--- src/rtl/seg_xlate_pkg.sv ---
`timescale 1ns/1ps
package seg_xlate_pkg;

  localparam int LIN_W  = 32;
  localparam int DESC_W = 64;

  typedef enum logic [1:0] {
    XL_READ  = 2'd0,
    XL_WRITE = 2'd1,
    XL_EXEC  = 2'd2
  } xlKindE;

  typedef enum logic [1:0] {
    FLT_NONE  = 2'd0,
    FLT_LIMIT = 2'd1,
    FLT_TYPE  = 2'd2
  } faultE;

  // strobes from control to datapath
  typedef struct packed {
    logic latchSel;     // protected selector write accepted
    logic realSel;      // real-mode selector write accepted
    logic fetchActive;  // descriptor read outstanding
    logic commitDesc;   // handshake with present descriptor
    logic rejectDesc;   // handshake with absent descriptor
    logic acceptXl;     // translation request taken
  } ctrlStrbT;

  typedef struct packed {
    logic [LIN_W-1:0] base;
    logic [LIN_W-1:0] byteLimit;
    logic             isCode;
    logic             rwOk;
  } descCacheT;

endpackage

--- src/rtl/seg_xlate_ctrl.sv ---
`timescale 1ns/1ps
module seg_xlate_ctrl
  import seg_xlate_pkg::*;
(
  input  logic     clk,
  input  logic     rstN,
  input  logic     protMode,
  input  logic     selWrEn,
  input  logic     xlValid,
  input  logic     memRdReady,
  input  logic     descPresent,
  output logic     ready,
  output logic     memRdValid,
  output logic     loadDone,
  output logic     loadFault,
  output ctrlStrbT strb
);

  typedef enum logic {ST_IDLE, ST_FETCH} stateE;
  stateE state;
  logic  isIdle;
  logic  handshake;

  assign isIdle    = (state == ST_IDLE);
  assign handshake = (state == ST_FETCH) && memRdReady;

  always_comb begin
    strb             = '0;
    strb.latchSel    = isIdle && selWrEn && protMode;
    strb.realSel     = isIdle && selWrEn && !protMode;
    strb.fetchActive = (state == ST_FETCH);
    strb.commitDesc  = handshake && descPresent;
    strb.rejectDesc  = handshake && !descPresent;
    strb.acceptXl    = isIdle && xlValid;
  end

  always_ff @(posedge clk) begin
    if (!rstN) begin
      state     <= ST_IDLE;
      loadDone  <= 1'b0;
      loadFault <= 1'b0;
    end else begin
      loadDone  <= handshake;
      loadFault <= handshake && !descPresent;
      case (state)
        ST_IDLE:  if (strb.latchSel) state <= ST_FETCH;
        ST_FETCH: if (handshake)     state <= ST_IDLE;
        default:                     state <= ST_IDLE;
      endcase
    end
  end

  assign ready      = isIdle;
  assign memRdValid = (state == ST_FETCH);

  // a real-mode selector write never stalls the unit
  p_real_load_no_stall_r1: assert property (@(posedge clk) disable iff (!rstN)
    (selWrEn && !protMode && ready) |=> ready);

  // completion pulse only follows a memory handshake
  p_done_after_handshake_r3: assert property (@(posedge clk) disable iff (!rstN)
    loadDone |-> $past(memRdValid && memRdReady));

  // ready comes back right after the handshake
  p_ready_after_done_r3: assert property (@(posedge clk) disable iff (!rstN)
    (memRdValid && memRdReady) |=> (ready && !memRdValid));

endmodule

--- src/rtl/seg_xlate_dp.sv ---
`timescale 1ns/1ps
module seg_xlate_dp
  import seg_xlate_pkg::*;
#(
  parameter int SEL_W = 16
) (
  input  logic               clk,
  input  logic               rstN,
  input  logic               protMode,
  input  ctrlStrbT           strb,
  input  logic [LIN_W-1:0]   gdtBase,
  input  logic [LIN_W-1:0]   ldtBase,
  input  logic [SEL_W-1:0]   selIn,
  input  logic               memRdReady,
  input  logic [DESC_W-1:0]  memRdData,
  input  logic [LIN_W-1:0]   xlOffset,
  input  logic [1:0]         xlKind,
  output logic [SEL_W-1:0]   selOut,
  output logic [LIN_W-1:0]   memRdAddr,
  output logic               descPresent,
  output logic               outValid,
  output logic [LIN_W-1:0]   outAddr,
  output logic [1:0]         outFault
);

  localparam int TI_BIT    = 2;
  localparam int IDX_LSB   = 3;
  localparam int IDX_W     = SEL_W - IDX_LSB;
  localparam int REAL_SH   = 4;
  localparam int REAL_PAD  = LIN_W - SEL_W - REAL_SH;
  localparam int IDX_PAD   = LIN_W - IDX_W - IDX_LSB;
  localparam int RAW_LIM_W = 20;
  localparam int PAGE_SH   = 12;

  logic [SEL_W-1:0] pendSel;
  logic [SEL_W-1:0] curSel;
  descCacheT        cache;
  descCacheT        fetched;

  // descriptor address: chosen table base plus index times eight
  logic [LIN_W-1:0] tblBase;
  assign tblBase   = pendSel[TI_BIT] ? ldtBase : gdtBase;
  assign memRdAddr = tblBase + {{IDX_PAD{1'b0}}, pendSel[SEL_W-1:IDX_LSB], {IDX_LSB{1'b0}}};

  // reassemble scattered fields
  logic [RAW_LIM_W-1:0] rawLimit;
  logic                 granPage;
  always_comb begin
    rawLimit          = {memRdData[51:48], memRdData[15:0]};
    granPage          = memRdData[55];
    fetched.base      = {memRdData[63:56], memRdData[39:32], memRdData[31:16]};
    fetched.byteLimit = granPage ? {rawLimit, {PAGE_SH{1'b1}}}
                                 : {{(LIN_W-RAW_LIM_W){1'b0}}, rawLimit};
    fetched.isCode    = memRdData[43];
    fetched.rwOk      = memRdData[41];
  end
  assign descPresent = memRdData[47];

  always_ff @(posedge clk) begin
    if (!rstN) begin
      pendSel         <= '0;
      curSel          <= '0;
      cache.base      <= '0;
      cache.byteLimit <= {{(LIN_W-16){1'b0}}, 16'hFFFF};
      cache.isCode    <= 1'b0;
      cache.rwOk      <= 1'b1;
    end else begin
      if (strb.latchSel)   pendSel <= selIn;
      if (strb.realSel)    curSel  <= selIn;
      if (strb.commitDesc) begin
        curSel <= pendSel;
        cache  <= fetched;
      end
    end
  end
  assign selOut = curSel;

  // translation
  logic [LIN_W-1:0] realAddr;
  logic [LIN_W-1:0] protAddr;
  logic             typeBad;
  logic             limitBad;

  assign realAddr = {{REAL_PAD{1'b0}}, curSel, {REAL_SH{1'b0}}} + xlOffset;
  assign protAddr = cache.base + xlOffset;
  assign limitBad = xlOffset > cache.byteLimit;

  always_comb begin
    if (cache.isCode)
      typeBad = (xlKind == XL_WRITE) || ((xlKind == XL_READ) && !cache.rwOk);
    else
      typeBad = (xlKind == XL_EXEC) || ((xlKind == XL_WRITE) && !cache.rwOk);
  end

  always_ff @(posedge clk) begin
    if (!rstN) begin
      outValid <= 1'b0;
      outAddr  <= '0;
      outFault <= FLT_NONE;
    end else begin
      outValid <= strb.acceptXl;
      if (strb.acceptXl) begin
        if (!protMode) begin
          outAddr  <= realAddr;
          outFault <= FLT_NONE;
        end else if (typeBad) begin
          outAddr  <= '0;
          outFault <= FLT_TYPE;
        end else if (limitBad) begin
          outAddr  <= '0;
          outFault <= FLT_LIMIT;
        end else begin
          outAddr  <= protAddr;
          outFault <= FLT_NONE;
        end
      end
    end
  end

  // request address held steady until accepted
  p_fetch_addr_stable_r2: assert property (@(posedge clk) disable iff (!rstN)
    (strb.fetchActive && !memRdReady) |=> $stable(memRdAddr));

  // absent descriptor leaves selector and cache untouched
  p_reject_keeps_state_r8: assert property (@(posedge clk) disable iff (!rstN)
    strb.rejectDesc |=> ($stable(curSel) && $stable(cache)));

  // any faulted result carries no address
  p_fault_no_addr_r6: assert property (@(posedge clk) disable iff (!rstN)
    (outValid && (outFault != FLT_NONE)) |-> (outAddr == '0));

  // results appear only for accepted requests
  p_result_needs_accept_r9: assert property (@(posedge clk) disable iff (!rstN)
    outValid |-> $past(strb.acceptXl));

endmodule

--- src/rtl/seg_xlate_unit.sv ---
`timescale 1ns/1ps
module seg_xlate_unit
  import seg_xlate_pkg::*;
#(
  parameter int SEL_W = 16
) (
  input  logic              clk,
  input  logic              rstN,
  input  logic              protMode,
  input  logic [31:0]       gdtBase,
  input  logic [31:0]       ldtBase,
  input  logic              selWrEn,
  input  logic [SEL_W-1:0]  selIn,
  output logic [SEL_W-1:0]  selOut,
  output logic              ready,
  output logic              loadDone,
  output logic              loadFault,
  output logic              memRdValid,
  output logic [31:0]       memRdAddr,
  input  logic              memRdReady,
  input  logic [63:0]       memRdData,
  input  logic              xlValid,
  input  logic [31:0]       xlOffset,
  input  logic [1:0]        xlKind,
  output logic              outValid,
  output logic [31:0]       outAddr,
  output logic [1:0]        outFault
);

  ctrlStrbT strb;
  logic     descPresent;

  seg_xlate_ctrl i_ctrl (
    .clk         (clk),
    .rstN        (rstN),
    .protMode    (protMode),
    .selWrEn     (selWrEn),
    .xlValid     (xlValid),
    .memRdReady  (memRdReady),
    .descPresent (descPresent),
    .ready       (ready),
    .memRdValid  (memRdValid),
    .loadDone    (loadDone),
    .loadFault   (loadFault),
    .strb        (strb)
  );

  seg_xlate_dp #(.SEL_W(SEL_W)) i_dp (
    .clk         (clk),
    .rstN        (rstN),
    .protMode    (protMode),
    .strb        (strb),
    .gdtBase     (gdtBase),
    .ldtBase     (ldtBase),
    .selIn       (selIn),
    .memRdReady  (memRdReady),
    .memRdData   (memRdData),
    .xlOffset    (xlOffset),
    .xlKind      (xlKind),
    .selOut      (selOut),
    .memRdAddr   (memRdAddr),
    .descPresent (descPresent),
    .outValid    (outValid),
    .outAddr     (outAddr),
    .outFault    (outFault)
  );

endmodule

--- config.mk ---
export PLATFORM = sky130hd
export DESIGN_NAME = seg_xlate_unit
export DESIGN_NICKNAME = d
export VERILOG_FILES = /design/src/rtl/seg_xlate_pkg.sv /design/src/rtl/seg_xlate_ctrl.sv /design/src/rtl/seg_xlate_dp.sv /design/src/rtl/seg_xlate_unit.sv
export SDC_FILE = /design/constraint.sdc
export NUM_CORES = 1
export LEC_CHECK = 0
export BUFFER_PORTS_ARGS = -buffer_cell sky130_fd_sc_hd__buf_2
export CELL_PAD_IN_SITES_DETAIL_PLACEMENT = 1
export CELL_PAD_IN_SITES_GLOBAL_PLACEMENT = 1
export CORE_MARGIN = 2
export CORE_UTILIZATION = 40
export DETAILED_ROUTE_END_ITERATION = 7
export PLACE_DENSITY = 0.81
export SLEW_MARGIN = 5
export SYNTH_ARGS = -nofsm -noshare
export SYNTH_HDL_FRONTEND = slang
export SYNTH_SLANG_ARGS = --single-unit
--- constraint.sdc ---
create_clock -name clk -period 7.12 [get_ports clk]
set_input_delay 0.712 -clock clk [delete_from_list [all_inputs] [get_ports clk]]
set_output_delay 0.712 -clock clk [all_outputs]
set_load 0.005 [all_outputs]
### Word level (Yosys, flattened, before mapping)

Index checks and enable logic that the tools add are counted.

| storage, ports and cells | value |
|---|---|
| output and inout port bits | 87 |
| bits of input ports | 184 |
| logic and storage cells | 49 |
| bits in registers | 136 |

| operators by class | value |
|---|---|
| equal/unequal tests | 2 |
| mux-type cells | 14 |
| add/sub/neg operators | 3 |
| reductions and logical operators | 16 |
| order comparisons | 1 |
| bitwise logic cells | 1 |

Operator list:

| cell | count |
|---|---|
| 32-bit 2-to-1 mux | 5 |
| 20-bit by 32-bit adder with 32-bit output | 1 |
| 32-bit by 16-bit adder with 32-bit output | 1 |
| 32-bit adder | 1 |
| 32-bit greater-than comparator | 1 |
| 16-bit 2-to-1 mux | 2 |
| 1-bit logical AND | 9 |
| 1-bit 2-to-1 mux | 4 |
| 2-bit 2-to-1 mux | 2 |
| 1-bit zero test | 3 |
| 2-bit by 1-bit equality test with 1-bit output, second input constant | 1 |
| 2-bit equality test, second input constant | 1 |
| 2-bit zero test | 1 |
| 1-bit logical OR | 2 |
| 1-bit one-hot mux with 2 select lines | 1 |
| 2-bit nonzero test | 1 |
| 1-bit inverter | 1 |

### Depth between registers and ports, before layout

Gate-level depths: netlist (run 1).

| logic depth | value |
|---|---|
| depth after elaboration | 6 |
| gate-level depth with buffers | 16 |

### Cells and area by module

A second synthesis (run 1) with hierarchy kept.

| unflattened totals | value |
|---|---|
| cells, all modules | 1165 |
| area, all modules | 9910.8 µm² |

By module, submodules not included:

| module | seq. area each (µm²) | times used | cells an instance | area an instance (µm²) |
|---|---|---|---|---|
| seg_xlate_dp | 2662.6 | 1 | 1150 | 9771.9 |
| seg_xlate_ctrl | 60.1 | 1 | 15 | 138.9 |

### Least setup slack after synthesis (run 1)

OpenSTA, ideal clock, no wires.

| path | value |
|---|---|
| path kind | register to output |
| start | register i_dp.pendSel[2] |
| end | output port memRdAddr[31] |
| setup slack | 2.387 ns |
| data arrival time | 4.021 ns |
| stages on the path, launching flop included | 16 |
| cell sequence | dfxtp_1 -> buf_2 -> buf_1 -> buf_1 -> buf_1 -> mux2_2 -> ha_1 -> a21o_1 -> a21oi_1 -> nand2b_1 -> a211oi_2 -> o221ai_1 -> or3_1 -> nor3_1 -> nand3_1 -> xor2_1 |

| between the ends | value |
|---|---|
| longest elaborated chain between the ends | 2 |

Ends and longest elaborated chain:

| item | line | source |
|---|---|---|
| from (decl) | seg_xlate_dp.sv:35 | `logic [SEL_W-1:0] pendSel;` |
| from (signal assigned) | seg_xlate_dp.sv:68 | `if (strb.latchSel) pendSel <= selIn;` |
| 32-bit 2-to-1 mux | seg_xlate_dp.sv:42 | `assign tblBase = pendSel[TI_BIT] ? ldtBase : gdtBase;` |
| 32-bit by 16-bit adder with 32-bit output | seg_xlate_dp.sv:43 | `assign memRdAddr = tblBase + {{IDX_PAD{1'b0}}, pendSel[SEL_W-1:IDX_LSB], {IDX_LSB{1'b0}}};` |
| to (decl) | seg_xlate_unit.sv:19 | `output logic [31:0] memRdAddr,` |

No other way between the ends.

### Final worst setup path (run 1)

| path | value |
|---|---|
| start | register i_dp.pendSel[2] |
| end | output port memRdAddr[29] |

The elaborated chain is that of the path after synthesis.

==> results by group, run 1 <==
Die
  • DIE AREA: between 20000 and 30000 sq um
  • Num ports: approximately 270
  • Die Wd: 162 um
  • Core Box Area: 24300 sq um
  • DIE HEIGHT: 162 um
  • Initial Util: 40.8%
  • Row count: 57

STA
  • Achievable frequency: approximately 190 MHz
  • RSZ-0062 raised after global routing: false
  • Fin. max-slew vios: 0
  • Sum Neg Setup Slack: 0 ps
  • Endpoints failing setup: 0
  • Setup Skew: 18.8 ps
  • Hold_ws: approximately 470 ps
  • Final hold vios: 0
  • Period Utilization, post-route: 72.9%
  • Min Tclk post-route: 5190 ps
  • Slew HR: 34.6%
  • Slew @ Worst Pin: approximately 970 ps

Hold path
  • HP Start: i_dp.cache[60]
  • Hold path cells: 2
  • Hold Path End: i_dp.cache[60]
  • Worst hold path type: flop to flop

Final layout
  • Post-layout util: roughly 50%
  • Reg area: about 2700 sq um
  • Multi-input gate area: roughly 6800 sq um
  • Design Area, Final: ~12000 sq um
  • P&R area growth vs syn: 21.9%
  • Fraction of layout cells with a size suffix above 1: around 22%
  • Nets: approximately 1800
  • Fillers: 3121
  • Final std cells w/o fill: 1845

Setup path
  • Critical Path Fanout Max: 34
  • CP delay by family, top: simple AND/OR/NAND/NOR gates
  • Max stage delay on crit path: between 600 and 700 ps
  • Setup CP Type: flop to primary output
  • Reg2reg setup slack: between 3000 and 4000 ps
  • Reg2reg end: i_dp.outAddr[17]
  • CP Cell Sequence: buf_4 > mux2_2 > ha_1 > a21oi_1 > nand2b_1 > a211oi_2 > o221ai_1 > nor4_1 > nand3_1 > nor3_1 > xnor2_1 > buf_2
  • Crit end category: primary output
  • Startpoint types: flop
  • CP Buf/Inv Count: 2
  • Slowest stage cell, crit path: dfxtp_2
  • R2r worst-path depth: 11
  • Worst reg2reg startpoint: i_dp.cache[17]
  • WP data required: around 6400 ps
  • CP Data Arrival Time: about 4500 ps
  • CP Depth: 12

Power
  • Gate power share: between 20% and 30%
  • Clock power share: between 40% and 50%
  • Seq pwr share: ~37%
  • Leakage power: about 5.7 nW
  • Cell Pwr Density: around 180 nW/um^2
  • P_int: 1.56 mW
  • Worst IR Drop VDD: between 0.1 and 0.15 mV
  • Sw Share: between 30% and 40%
  • Net switching power: 0.673 mW

Synthesis
  • Most common cell in the netlist: nand2_1
  • Most used flip-flop cell after synthesis: dfxtp_1
  • Post-synthesis sequential area ratio: between 20 and 30%
  • EDFF count, synth: 0
  • Synth top area share: between 20% and 30%
  • Synth Cell Area: a little under 10000 sq um
  • Ys Warns: 0
  • Cell taking the most area after synthesis: dfxtp_1
  • Cells after Synth: between 1000 and 1500
  • Fraction of registers with async set or reset after synthesis: 0%
  • Yosys cell types: 66
  • Synth area leaders: dfxtp_1 (27%), ha_1 (12%), nand2_1 (7.9%)
  • Syn Area/Cell: slightly below 8 sq um
  • Top cells by count, synth: nand2_1 (208), dfxtp_1 (136), a21oi_1 (120), ha_1 (92), o21ai_0 (80)
  • FF+latch count, synth: ~140
  • Syn Nets: between 1500 and 2000

Global route
  • Initial antenna violation count: 2
  • Total GRT Usage: a little over a quarter
  • Largest net degree at the start of global routing: 85
  • First-pass GRT wire length: 54.9 mm
  • Vias in the first global route: 10500
  • GR Overflow Total: 0

CTS
  • Post-CTS Resized: 0
  • CTS Sinks: about 140
  • Max H-tree Level: 4
  • Root buf cell: clkbuf_16
  • Clk slew on worst S/H paths: around 70 ps
  • Max clock buf depth: 2
  • Inserted Clock Buffers: 17
  • Hold Buf Count CTS: 0
  • CTS tree: built
  • Worst-Skew Late Latency: between 400 and 500 ps
  • Post-CTS setup buffer count: 0

Drt
  • DRT iter0 DRCs: roughly 500
  • Final wirelength: approximately 35 mm
  • Final ANT Viol Nets: 0
  • Vias per cell: between 5 and 6
  • WL/cell: roughly 19 um
  • First-pass DRT Iterations: 5
  • # DRC: 0
  • DR vias: 10400

Placed design
  • IO Port Bufs: around 260
  • Hpwl dp: approximately 27 mm
  • Placed Instance Area: 11500 sq um
  • Routability cong.: around 0.92
  • Dpl cells: roughly 1800

Flow run
  • Max-cap violations: 0

Outcome
  • Status: finished, final reports clean
-- cell families after synthesis --
group | count (synthesis) | synth area share [%]
simple gates | 420 | 18.8
mux | 31 | 3.33
flops | 136 | 27.4
xor+xnor | 75 | 6.61
buf+inv | 120 | 4.55
fa+ha+maj | 95 | 12.2
compound gates | 405 | 27.1
-- area by class of cell --
cell class / instances / share of cell area (%)
antenna: 1 / 0.0207
timing repair buffer: 271 / 11.4
clock buffer: 18 / 3.63
clock inverter: 13 / 1.41
multi-input combinational: 1026 / 56.0
tap: 324 / 3.35
sequential: 136 / 22.5
inverter: 56 / 1.74
-- power groups by stage --
stage | sequential [mW] | combinational (mW) | clock (mW)
2_1_floorplan | 0.831 | 0.285 | 0
3_3_place_gp | 0.839 | 0.466 | 0
3_5_place_dp | 0.840 | 0.481 | 0
4_1_cts | 0.824 | 0.486 | 0.945
5_1_grt | 0.827 | 0.534 | 0.973
6_report | 0.823 | 0.486 | 0.928
-- metal layers --
layer / GRT usage (%) / vias up / part of all wire, %
li1: - / 5039 / -
met1: 31.9 / 4981 / 43
met2: 48.0 / 301 / 49
met3: 4.37 / 65 / 5.3
met4: 7.75 / 2 / 2.2
met5: 0 / - / 0.031
-- how the worst max path moves through the flow --
| stage | slack, ps | end | from |
|---|---|---|---|
| 4_1_cts | 1940 | memRdAddr[29] | i_dp.pendSel[2] |
| 5_1_grt | 1630 | memRdAddr[29] | i_dp.pendSel[2] |
| 3_5_place_dp | 2420 | memRdAddr[29] | i_dp.pendSel[2] |
| 2_1_floorplan | 2390 | memRdAddr[31] | i_dp.pendSel[2] |
| 6_report | 1930 | memRdAddr[29] | i_dp.pendSel[2] |
| 3_3_place_gp | 2540 | memRdAddr[29] | i_dp.pendSel[2] |
-- layout by cell type (no fill, tap or decap), types with 15 or more instances in the layout --
| cell type | count |
|---|---|
| o211a_1 | 22 |
| nor3_1 | 27 |
| o21ai_0 | 80 |
| clkbuf_16 | 17 |
| a21o_1 | 21 |
| dfxtp_1 | 135 |
| buf_2 | 261 |
| a21boi_0 | 64 |
| a21oi_1 | 120 |
| inv_1 | 56 |
| xnor2_1 | 41 |
| nand3_1 | 48 |
| nor2b_1 | 16 |
| nand2_1 | 208 |
| nor2_1 | 64 |
| xor2_1 | 34 |
| mux2_2 | 16 |
| mux2i_1 | 15 |
| ha_1 | 92 |
-- flip-flops by register name, summed over array words and instances, names as in the netlist --
register	cells
i_ctrl.loadDone	1
i_dp.outValid	1
i_dp.selOut	16
i_dp.outAddr	32
i_ctrl.memRdValid	1
i_dp.outFault	2
i_dp.pendSel	16
i_ctrl.loadFault	1
i_dp.cache	66
-- through the flow --
stage	total power, mW	setup slack, ps
2_1_floorplan	1.12	2390
3_3_place_gp	1.31	2540
4_1_cts	2.25	1940
6_report	2.24	1930
5_1_grt	2.33	1630
3_5_place_dp	1.32	2420
-- worst min-delay path: cells and delay by family (launching register included) --
kind	cells	cell delay [ps]
flip-flops	1	310
AO/OA/AOI/OAI	1	60
AND/OR/NAND/NOR	1	50
Power figures use the tool's default switching activity.
==> run 2, diff against run 1 <==
CORE_UTILIZATION = 39   (was 40)
PLACE_DENSITY = 0.79   (was 0.81)
clock period = 5.1 ns   (was 7.12 ns; I/O delays follow)
==> run 2 against run 1 <==
Net effect: non-clock buffer count up 1; count of clock-buffer cells in the layout decreased by 1; via count is 0.18% higher; largest power group unchanged; critical endpoint is now memRdAddr[31]; setup slack got worse by 1500 ps; combinational power rose by 41%; flip-flop and latch count stayed put; first-iteration DRC count increased by 21%; clock power rose by 45%; sequential share of layout area is 0.063 points lower; sequential power rose by 40%.
==> results by group, run 2 (synthesis gave the netlist of run 1 again) <==
Die
  • Die Wd: 164 um (+1.2%)
  • Num ports: 271 (unchanged)
  • Initial Util: 39.6% (-1.3 points)
  • Core Box Area: 25100 sq um (+3.2%)
  • DIE AREA: 26800 sq um (+2.5%)
  • DIE HEIGHT: 164 um (+1.2%)
  • Row count: 58 (+1.8%)

CTS
  • Hold Buf Count CTS: 0 (unchanged)
  • Post-CTS Resized: 0 (unchanged)
  • Clk slew on worst S/H paths: 70 ps (about the same)
  • CTS Sinks: 136 (unchanged)
  • Post-CTS setup buffer count: 0 (unchanged)
  • Inserted Clock Buffers: 17 (unchanged)
  • CTS tree: built
  • Max clock buf depth: 2 (unchanged)
  • Root buf cell: clkbuf_16
  • Worst-Skew Late Latency: 430 ps (about the same)
  • Max H-tree Level: 4 (unchanged)

STA
  • Setup Skew: 13.3 ps (-5.51 ps)
  • Min Tclk post-route: ~4700 ps
  • Sum Neg Setup Slack: 0 ps (unchanged)
  • Period Utilization, post-route: around nine tenths
  • Achievable frequency: 215 MHz
  • Endpoints failing setup: 0 (unchanged)
  • Slew @ Worst Pin: 865 ps (-106 ps)
  • Final hold vios: 0 (unchanged)
  • Fin. max-slew vios: 0 (unchanged)
  • Slew HR: 42.3% (+7.7 points)
  • RSZ-0062 raised after global routing: false

Drt
  • DR vias: 10400 (+0.18%)
  • WL/cell: 19.2 um (+0.91%)
  • # DRC: 0 (unchanged)
  • DRT iter0 DRCs: 606 (+21%)
  • Vias per cell: 5.61 (-0.30%)
  • Final wirelength: 35.5 mm (+1.4%)
  • First-pass DRT Iterations: 5 (unchanged)
  • Final ANT Viol Nets: 0 (unchanged)

Final layout
  • Fraction of layout cells with a size suffix above 1: 22.1% (+0.10 points)
  • Most frequent cells in the layout: buf_2 (261), nand2_1 (208), dfxtp_1 (135)
  • Nets: 1788 (+0.056%)
  • Commonest non-fill, non-tap cell in the layout: buf_2
  • Top flop regs: i_dp.cache: 66 flops, i_dp.outAddr: 32 flops
  • Top reg by flops: i_dp.cache
  • Max reg flops: 66 (unchanged)
  • P&R area growth vs syn: 22.3%

Placed design
  • Hpwl dp: 27.4 mm (+2.0%)
  • Routability cong.: 0.898 (-2.1%)
  • IO Port Bufs: 262 (unchanged)

Setup path
  • WP data required: 4590 ps (-1820 ps)
  • Critical Path Fanout Max: 19 (-44%)
  • Reg2reg setup slack: 1730 ps (-1910 ps)
  • CP Data Arrival Time: 4150 ps (-330 ps)
  • Crit end category: primary output
  • Startpoint types: flop
  • Setup CP Type: flop to primary output

Power
  • Worst IR Drop VDD: 0.144 mV (+15%)
  • Leakage power: 5.69 nW (+0.32%)
  • Tot Pwr: 3.18 mW (+42%)
  • Cell Pwr Density: 262 nW/um^2 (+42%)

Global route
  • Total GRT Usage: 26.4% (-0.076 points)
  • Largest net degree at the start of global routing: 78 (-8.2%)
  • First-pass GRT wire length: 55.4 mm (+0.89%)
  • Initial antenna violation count: 3 (+1)
  • GR Overflow Total: 0 (unchanged)
  • Vias in the first global route: 10500 (+0.019%)

Flow run
  • Max-cap violations: 0 (unchanged)

Hold path
  • Worst hold path type: input port to flop

Outcome
  • Status: finished, final reports clean
==> run 2: cell type report <==
type,instances,area (sq um)
Antenna cell,2,5.00
Clock inverter,15,200
Timing Repair Buffer,272,1390
Inverter,56,210
Multi-Input combinational cell,1026,6770
Clock buffer,17,425
Sequential cell,136,2720
Tap cell,330,413
Fill cell,3226,13000
==> run 2: worst paths after layout <==
path,from,to,depth (start not counted)
worst min-delay path,memRdData[47],i_ctrl.loadFault,2
worst max-delay path,i_dp.pendSel[2],memRdAddr[31],12
worst min register to register,i_dp.cache[31],i_dp.cache[31],2
worst max register to register,i_dp.selOut[0],i_dp.outAddr[22],11
==> run 2: stage by stage <==
step | utilization (%) | area [sq um] | cells | hold WS [ps] | setup WS [ps]
global route | 48.4 | 12100 | 1854 | 265 | 185
floorplan | - | 9930 | 1282 | 435 | 569
CTS | 48.3 | 12100 | 1852 | 261 | 423
finish | 48.4 | 12100 | 1854 | 270 | 443
detailed placement | 45.8 | 11500 | 1820 | 464 | 911
global placement | 45.8 | 11500 | 1820 | 451 | 1030
==> run 2: report_power, final <==
part,internal (mW),switching [mW]
clock,0.791,0.560
sequential,1.11,0.0405
combinational,0.291,0.393
total,2.19,0.993
==> run 2: routing by layer <==
| metal | track usage [%] | part of all wire, % | up-vias |
|---|---|---|---|
| met5 | 0 | 0.037 | - |
| met2 | 47.7 | 49 | 299 |
| li1 | - | - | 5037 |
| met1 | 31.9 | 43 | 5014 |
| met3 | 4.34 | 5.5 | 55 |
| met4 | 7.93 | 2.5 | 2 |
==> run 2: critical path, cell delays in order (launching register included) <==
cell      delay (ps)
dfxtp_2          610
mux2_2           400
ha_1             350
a21o_1           150
a21oi_1           90
nand2b_1         210
a211oi_2         320
o221ai_1         310
or3_1            470
nor3_1           340
nand3_1          150
xor2_1           190
buf_2            130
